==> src/rtl/kbm_pkg.sv <==
package kbm_pkg;

    localparam int KB_ROWS  = 8;
    localparam int KB_COLS  = 5;
    localparam int KB_KEYS  = KB_ROWS * KB_COLS;
    localparam int IDX_W    = $clog2(KB_KEYS);
    localparam int CODE_W   = 8;
    localparam int N_SC     = 6;
    localparam int SC_W     = $clog2(N_SC);
    localparam int JOY_W    = 5;
    localparam int ADDR_W   = 8;
    localparam int DATA_W   = 8;

    // Fixed matrix positions of the two machine shift keys
    localparam int KEY_CAPS = 0;
    localparam int KEY_SYM  = 7 * KB_COLS + 1;

    typedef enum logic [2:0] {
        EV_NONE,
        EV_MATRIX,
        EV_LSHIFT,
        EV_RSHIFT,
        EV_ALT,
        EV_SHORTCUT
    } ev_kind_e;

    typedef enum logic [SC_W-1:0] {
        SC_BKSP   = 3'd0,
        SC_CAPSLK = 3'd1,
        SC_COMMA  = 3'd2,
        SC_PERIOD = 3'd3,
        SC_MINUS  = 3'd4,
        SC_EQUALS = 3'd5
    } shortcut_e;

    typedef struct packed {
        ev_kind_e           kind;
        logic [IDX_W-1:0]   key;
        shortcut_e          sc;
        logic               rel;
    } ev_cmd_t;

    function automatic logic [IDX_W-1:0] kpos(input int row, input int col);
        return IDX_W'(row * KB_COLS + col);
    endfunction

    // Classify a set-2 make code
    function automatic ev_cmd_t classify(input logic [CODE_W-1:0] c, input logic rel);
        ev_cmd_t e;
        e.kind = EV_MATRIX;
        e.key  = '0;
        e.sc   = SC_BKSP;
        e.rel  = rel;
        case (c)
            8'h1A: e.key = kpos(0, 1);
            8'h22: e.key = kpos(0, 2);
            8'h21: e.key = kpos(0, 3);
            8'h2A: e.key = kpos(0, 4);
            8'h1C: e.key = kpos(1, 0);
            8'h1B: e.key = kpos(1, 1);
            8'h23: e.key = kpos(1, 2);
            8'h2B: e.key = kpos(1, 3);
            8'h34: e.key = kpos(1, 4);
            8'h15: e.key = kpos(2, 0);
            8'h1D: e.key = kpos(2, 1);
            8'h24: e.key = kpos(2, 2);
            8'h2D: e.key = kpos(2, 3);
            8'h2C: e.key = kpos(2, 4);
            8'h16: e.key = kpos(3, 0);
            8'h1E: e.key = kpos(3, 1);
            8'h26: e.key = kpos(3, 2);
            8'h25: e.key = kpos(3, 3);
            8'h2E: e.key = kpos(3, 4);
            8'h45: e.key = kpos(4, 0);
            8'h46: e.key = kpos(4, 1);
            8'h3E: e.key = kpos(4, 2);
            8'h3D: e.key = kpos(4, 3);
            8'h36: e.key = kpos(4, 4);
            8'h4D: e.key = kpos(5, 0);
            8'h44: e.key = kpos(5, 1);
            8'h43: e.key = kpos(5, 2);
            8'h3C: e.key = kpos(5, 3);
            8'h35: e.key = kpos(5, 4);
            8'h5A: e.key = kpos(6, 0);
            8'h4B: e.key = kpos(6, 1);
            8'h42: e.key = kpos(6, 2);
            8'h3B: e.key = kpos(6, 3);
            8'h33: e.key = kpos(6, 4);
            8'h29: e.key = kpos(7, 0);
            8'h3A: e.key = kpos(7, 2);
            8'h31: e.key = kpos(7, 3);
            8'h32: e.key = kpos(7, 4);
            8'h12: e.kind = EV_LSHIFT;
            8'h59: e.kind = EV_RSHIFT;
            8'h11: e.kind = EV_ALT;
            8'h66: begin e.kind = EV_SHORTCUT; e.sc = SC_BKSP;   end
            8'h58: begin e.kind = EV_SHORTCUT; e.sc = SC_CAPSLK; end
            8'h41: begin e.kind = EV_SHORTCUT; e.sc = SC_COMMA;  end
            8'h49: begin e.kind = EV_SHORTCUT; e.sc = SC_PERIOD; end
            8'h4E: begin e.kind = EV_SHORTCUT; e.sc = SC_MINUS;  end
            8'h55: begin e.kind = EV_SHORTCUT; e.sc = SC_EQUALS; end
            default: e.kind = EV_NONE;
        endcase
        return e;
    endfunction

    // Base key of a shortcut; variant selects the shifted form
    function automatic logic [IDX_W-1:0] sc_base(input int i, input logic variant);
        case (i)
            0:       return kpos(4, 0);
            1:       return kpos(3, 1);
            2:       return kpos(7, 3);
            3:       return kpos(7, 2);
            4:       return kpos(6, 3);
            default: return variant ? kpos(6, 2) : kpos(6, 1);
        endcase
    endfunction

    function automatic logic sc_uses_sym(input int i);
        return (i >= 2);
    endfunction

    // Gamepad button b ({fire,up,down,right,left} = 4..0) to matrix key
    function automatic logic [IDX_W-1:0] joy_key(input logic sel, input int b);
        return sel ? kpos(4, (JOY_W - 1) - b) : kpos(3, b);
    endfunction

endpackage

==> src/rtl/kbm_event_decode.sv <==
module kbm_event_decode
    import kbm_pkg::*;
(
    input  logic                ev_valid,
    input  logic                ev_release,
    input  logic [CODE_W-1:0]   ev_code,
    output ev_cmd_t             cmd
);
    ev_cmd_t raw;

    always_comb begin
        raw = classify(ev_code, ev_release);
        cmd = raw;
        if (!ev_valid) cmd.kind = EV_NONE;
    end
endmodule

==> src/rtl/kbm_key_state.sv <==
module kbm_key_state
    import kbm_pkg::*;
(
    input  logic                clk,
    input  logic                rst,
    input  ev_cmd_t             cmd,
    output logic [KB_KEYS-1:0]  direct,
    output logic                host_shift,
    output logic                host_alt,
    output logic [N_SC-1:0]     sc_held,
    output logic                eq_variant
);
    logic lsh_q, rsh_q, alt_q, eqv_q;
    logic [KB_KEYS-1:0] dir_q;
    logic [N_SC-1:0]    sc_q;

    always_ff @(posedge clk) begin
        if (rst) begin
            dir_q <= '0;
            sc_q  <= '0;
            lsh_q <= 1'b0;
            rsh_q <= 1'b0;
            alt_q <= 1'b0;
            eqv_q <= 1'b0;
        end else begin
            case (cmd.kind)
                EV_MATRIX: dir_q[cmd.key] <= !cmd.rel;
                EV_LSHIFT: lsh_q <= !cmd.rel;
                EV_RSHIFT: rsh_q <= !cmd.rel;
                EV_ALT:    alt_q <= !cmd.rel;
                EV_SHORTCUT: begin
                    sc_q[cmd.sc] <= !cmd.rel;
                    if (cmd.sc == SC_EQUALS && !cmd.rel)
                        eqv_q <= lsh_q | rsh_q;
                end
                default: ;
            endcase
        end
    end

    assign direct     = dir_q;
    assign host_shift = lsh_q | rsh_q;
    assign host_alt   = alt_q;
    assign sc_held    = sc_q;
    assign eq_variant = eqv_q;
endmodule

==> src/rtl/kbm_compose.sv <==
module kbm_compose
    import kbm_pkg::*;
(
    input  logic [KB_KEYS-1:0]  direct,
    input  logic                host_shift,
    input  logic                host_alt,
    input  logic [N_SC-1:0]     sc_held,
    input  logic                eq_variant,
    input  logic                joy_en,
    input  logic                joy_sel,
    input  logic [JOY_W-1:0]    joy_btn,
    output logic [KB_KEYS-1:0]  pressed
);
    logic [KB_KEYS-1:0] sc_vec  [N_SC];
    logic [KB_KEYS-1:0] joy_vec [JOY_W];
    logic [N_SC-1:0]    sym_sc;

    for (genvar i = 0; i < N_SC; i++) begin : g_sc
        always_comb begin
            sc_vec[i] = '0;
            if (sc_held[i]) begin
                sc_vec[i][sc_base(i, eq_variant)] = 1'b1;
                if (sc_uses_sym(i)) sc_vec[i][KEY_SYM]  = 1'b1;
                else                sc_vec[i][KEY_CAPS] = 1'b1;
            end
        end
        assign sym_sc[i] = sc_held[i] & sc_uses_sym(i);
    end

    for (genvar b = 0; b < JOY_W; b++) begin : g_joy
        always_comb begin
            joy_vec[b] = '0;
            if (joy_en && joy_btn[b]) joy_vec[b][joy_key(joy_sel, b)] = 1'b1;
        end
    end

    always_comb begin
        pressed = direct;
        for (int i = 0; i < N_SC; i++)  pressed |= sc_vec[i];
        for (int b = 0; b < JOY_W; b++) pressed |= joy_vec[b];
        if (host_shift && !(|sym_sc)) pressed[KEY_CAPS] = 1'b1;
        if (host_alt)                 pressed[KEY_SYM]  = 1'b1;
    end
endmodule

==> src/rtl/kbm_row_read.sv <==
module kbm_row_read
    import kbm_pkg::*;
(
    input  logic [KB_KEYS-1:0]  pressed,
    input  logic [ADDR_W-1:0]   addr_hi,
    output logic [DATA_W-1:0]   data
);
    logic [KB_COLS-1:0] acc;

    always_comb begin
        acc = '1;
        for (int r = 0; r < KB_ROWS; r++)
            if (!addr_hi[r]) acc &= ~pressed[r*KB_COLS +: KB_COLS];
        data = {{(DATA_W-KB_COLS){1'b1}}, acc};
    end
endmodule

==> src/rtl/kbm_matrix_xlate.sv <==
module kbm_matrix_xlate
    import kbm_pkg::*;
(
    input  logic              clk,
    input  logic              rst,
    input  logic              ev_valid,
    input  logic              ev_release,
    input  logic [7:0]        ev_code,
    input  logic [7:0]        addr_hi,
    input  logic              joy_en,
    input  logic              joy_sel,
    input  logic [4:0]        joy_btn,
    output logic [7:0]        key_data
);
    ev_cmd_t            cmd;
    logic [KB_KEYS-1:0] direct, pressed;
    logic               host_shift, host_alt, eq_variant;
    logic [N_SC-1:0]    sc_held;

    kbm_event_decode u_dec (
        .ev_valid   (ev_valid),
        .ev_release (ev_release),
        .ev_code    (ev_code),
        .cmd        (cmd)
    );

    kbm_key_state u_state (
        .clk        (clk),
        .rst        (rst),
        .cmd        (cmd),
        .direct     (direct),
        .host_shift (host_shift),
        .host_alt   (host_alt),
        .sc_held    (sc_held),
        .eq_variant (eq_variant)
    );

    kbm_compose u_comp (
        .direct     (direct),
        .host_shift (host_shift),
        .host_alt   (host_alt),
        .sc_held    (sc_held),
        .eq_variant (eq_variant),
        .joy_en     (joy_en),
        .joy_sel    (joy_sel),
        .joy_btn    (joy_btn),
        .pressed    (pressed)
    );

    kbm_row_read u_read (
        .pressed (pressed),
        .addr_hi (addr_hi),
        .data    (key_data)
    );
endmodule

==> config.mk <==
export PLATFORM = sky130hd
export DESIGN_NAME = kbm_matrix_xlate
export DESIGN_NICKNAME = d
export VERILOG_FILES = /design/src/rtl/kbm_pkg.sv /design/src/rtl/kbm_event_decode.sv /design/src/rtl/kbm_key_state.sv /design/src/rtl/kbm_compose.sv /design/src/rtl/kbm_row_read.sv /design/src/rtl/kbm_matrix_xlate.sv
export SDC_FILE = /design/constraint.sdc
export NUM_CORES = 1
export LEC_CHECK = 0
export BUFFER_PORTS_ARGS = -buffer_cell sky130_fd_sc_hd__buf_4
export CORE_UTILIZATION = 54
export CTS_CLUSTER_SIZE = 25
export DETAILED_ROUTE_END_ITERATION = 12
export HOLD_SLACK_MARGIN = 0.05
export MAX_ROUTING_LAYER = met4
export PLACE_DENSITY_LB_ADDON = 0.3
export SETUP_SLACK_MARGIN = 0.02
export SKIP_CTS_REPAIR_TIMING = 1
export SYNTH_ARGS = -nofsm -noshare
export SYNTH_HDL_FRONTEND = slang
export SYNTH_SLANG_ARGS = --single-unit
==> constraint.sdc <==
create_clock -name clk -period 2.02 [get_ports clk]
set_clock_uncertainty 0.15 [all_clocks]
set_input_delay 0 -clock clk [delete_from_list [all_inputs] [get_ports clk]]
set_output_delay 0 -clock clk [all_outputs]
set_load 0.03 [all_outputs]
==> qor.csv <==
metric,value,unit
vdd_drop_max,0.6321,mV
status,finished with violations,
hold_depth,4,
fillers,383,
syn-cell-area,0.003556,sq mm
cts_root_buffer,clkbuf_8,
ctsLongestPathBuffers,2,
hold_viol_final,0,
critical_path.most_common_cell,buf_4,
setup.worst_path.class,input pin to flop,
crit_path_top_delay_cell,nor4_1,
setup_viol_count_final,3,
crit_chain,"buf_8, buf_6, nor4b_4, buf_4, a221o_1, buf_4, nor2_2, buf_4, buf_4, nand2b_1, nor4_1, nor3_2",
violations,setup timing,
clock_latency,0.30,ns
grt_usage,37.55,%
synth_warnings,0,
area_growth,47.61,%
slew_violations,0,
die_w,83.15,microns
regArea,0.001001,sq mm
initialDrtViolationCount,602,
finalWirelength,14.42,mm
max_freq,0.4718,GHz
period_needed,2.119,ns
finalNetCount,588,
ios,35,
numCtsBuffers,5,
worstMarginPinSlew,0.7046,ns
design_area,0.005249,sq mm
reg2reg_to,u_state.sc_held[4]$_SDFFE_PP0P_,
cts.sinks,50,
synth-edff-count,0,
cp_data_required_time,2.03,ns
num_vias,4505,
hold_end,u_state.sc_held[2]$_SDFFE_PP0P_,
cts_tree,built,
cp-start-kind,input pin,
synthArstFlopShare,0,%
gr-total-overflow,0,
grt_pass1_vias,4116,
post_dp_cell_area,0.004581,sq mm
ff2ff_path_depth,2,
die_area,0.006914,sq mm
timing.rr.start,u_state.sc_held[4]$_SDFFE_PP0P_,
slowest_delay,0.43,ns
crit_fanout,14,
firstDrtPassIters,6,
synthCells,436,
final.setup.worst_slack,-0.09950,ns
r2r_slack,1.00,ns
final_layout_size_suffix_gt1_share,42.35,%
die_h,83.15,microns
crit_cells,12,
wl_per_cell,22.56,microns
core-area,0.006350,sq mm
num_rows,29,
fin_crit_sh,104.9,%
multi_input_area,0.002606,sq mm
ys_seq_area_share,28.15,%
clk_pin_slew,0.09,ns
grt_pass1_wl,20.42,mm
drv_cap,0,
holdCritStartpoint,ev_release,
layout_common_cells,"132 x buf_4, 50 x dfxtp_1, 39 x nor2_1",
slew-limit-headroom,52.77,%
drc_errors,0,
antenna_found_initial,0,
final_cells,639,
finalWeightedCongestion,1.041,
synth.distinct_cells,74,
critical_path.top_delay_family,simple AND/OR/NAND/NOR gates,
post-route-util,82.66,%
hpwl,9.617,mm
worstHoldPathType,input pin to flop,
grt_max_degree,51,
crit_path_end_kind,flop,
placed_cells,615,
ys_ff_latch,50,
layout_commonest_cell,buf_4,
synth_ff_type,dfxtp_1,
synth_area_per_cell,8.156,sq um
power_density,447.7,mW/mm^2
vias_per_cell,7.050,
crit_buf_inv,6,
rsz0062_at_grt,true,
start_util,56.00,%
place.port_buffers,31,
htreeDepth,2,
diodes,0,
cp.arrival,2.13,ns
route.antenna.remaining_nets,0,
fin_hold_ws,0.03400,ns
p_leak,2.097,nW
## cell usage after synthesis, types with 3 or more instances
cell | instances | share of area (%)
dfxtp_1 | 50 | 28
nor2_1 | 40 | 4.2
a31oi_1 | 35 | 6.2
a21oi_1 | 27 | 3.8
a211oi_1 | 25 | 5.3
nor2b_1 | 17 | 3.0
buf_4 | 15 | 3.2
inv_1 | 15 | 1.6
nand2_1 | 14 | 1.5
clkbuf_1 | 13 | 1.4
a41o_1 | 12 | 3.4
nand2b_1 | 12 | 2.1
nand3_1 | 12 | 1.7
buf_2 | 11 | 1.5
nor3_1 | 10 | 1.4
a311oi_1 | 8 | 2.0
and2_1 | 7 | 1.2
o21ai_0 | 7 | 0.99
o22ai_1 | 7 | 1.2
and4b_1 | 5 | 1.4
nand4_1 | 5 | 0.88
nor4_1 | 5 | 0.88
a221oi_1 | 4 | 0.99
nand3b_1 | 4 | 0.84
and3b_1 | 3 | 0.74
mux2i_1 | 3 | 0.84
nor3b_1 | 3 | 0.63
o211ai_1 | 3 | 0.63
o221a_2 | 3 | 0.95
## worst max-delay path by stage
stage / from / to
6_report: ev_code[5] / u_state.sc_held[0]$_SDFFE_PP0P_
5_1_grt: ev_code[2] / u_state.sc_held[0]$_SDFFE_PP0P_
2_1_floorplan: ev_code[5] / u_state.direct[11]$_SDFFE_PP0P_
4_1_cts: ev_code[5] / u_state.direct[19]$_SDFFE_PP0P_
3_5_place_dp: ev_code[5] / u_state.direct[19]$_SDFFE_PP0P_
3_3_place_gp: ev_code[5] / u_state.direct[11]$_SDFFE_PP0P_
## power by group
group	internal (W)	total (W)	switching, W
Clock	0.000371	0.000690	0.000319
Sequential	0.000988	0.000991	0.00000296
Combinational	0.000313	0.000668	0.000356
## state kept, by name, summed over array words and instances, names as in the netlist
signal / count
u_state.direct: 40
u_state.sc_held: 6
u_state.eq_variant: 1
u_state.host_alt: 1
u_state.lsh_q: 1
u_state.rsh_q: 1
## worst reg2reg max path, cell delays in order (launching register included)
cell and delay, ns:
dfxtp_1 0.39, a21oi_1 0.08, a311oi_1 0.29
## metrics by stage
| step | power, W | setup WS, ns | setup TNS, ns |
|---|---|---|---|
| 6_report | 0.002350 | -0.09950 | -0.1594 |
| 3_3_place_gp | 0.001555 | -0.5992 | -21.68 |
| 3_5_place_dp | 0.001563 | -0.6490 | -21.40 |
| 2_1_floorplan | 0.001312 | -0.06082 | -0.9642 |
| 4_1_cts | 0.002230 | -0.3536 | -8.758 |
| 5_1_grt | 0.002415 | -0.1581 | -1.027 |
## final cells by class
class,instances,area share [%]
Clock buffer,7,1.454
Clock inverter,1,0.5721
Sequential cell,50,19.07
Multi-Input combinational cell,332,49.65
Inverter,15,1.073
Timing Repair Buffer,157,26.34
Tap cell,77,1.836
## per-layer routing
layer | global-route usage [%] | vias up | wire length (microns)
li1 | - | 1951 | -
met1 | 42.33 | 2114 | 5188
met2 | 63.26 | 339 | 7062
met3 | 4.672 | 101 | 1052
met4 | 23.20 | 0 | 1116
met5 | - | - | 0
## kinds of logic after synthesis
group / share of synthesized area, %
buffers and inverters: 8.304
muxes: 1.161
and+or+nand+nor: 28.61
DFF: 28.15
AOI/OAI and AO/OA: 33.18
other: 0.1055
xor gates and xnor gates: 0.4927
Note: power is estimated with default switching activity, not from simulation.
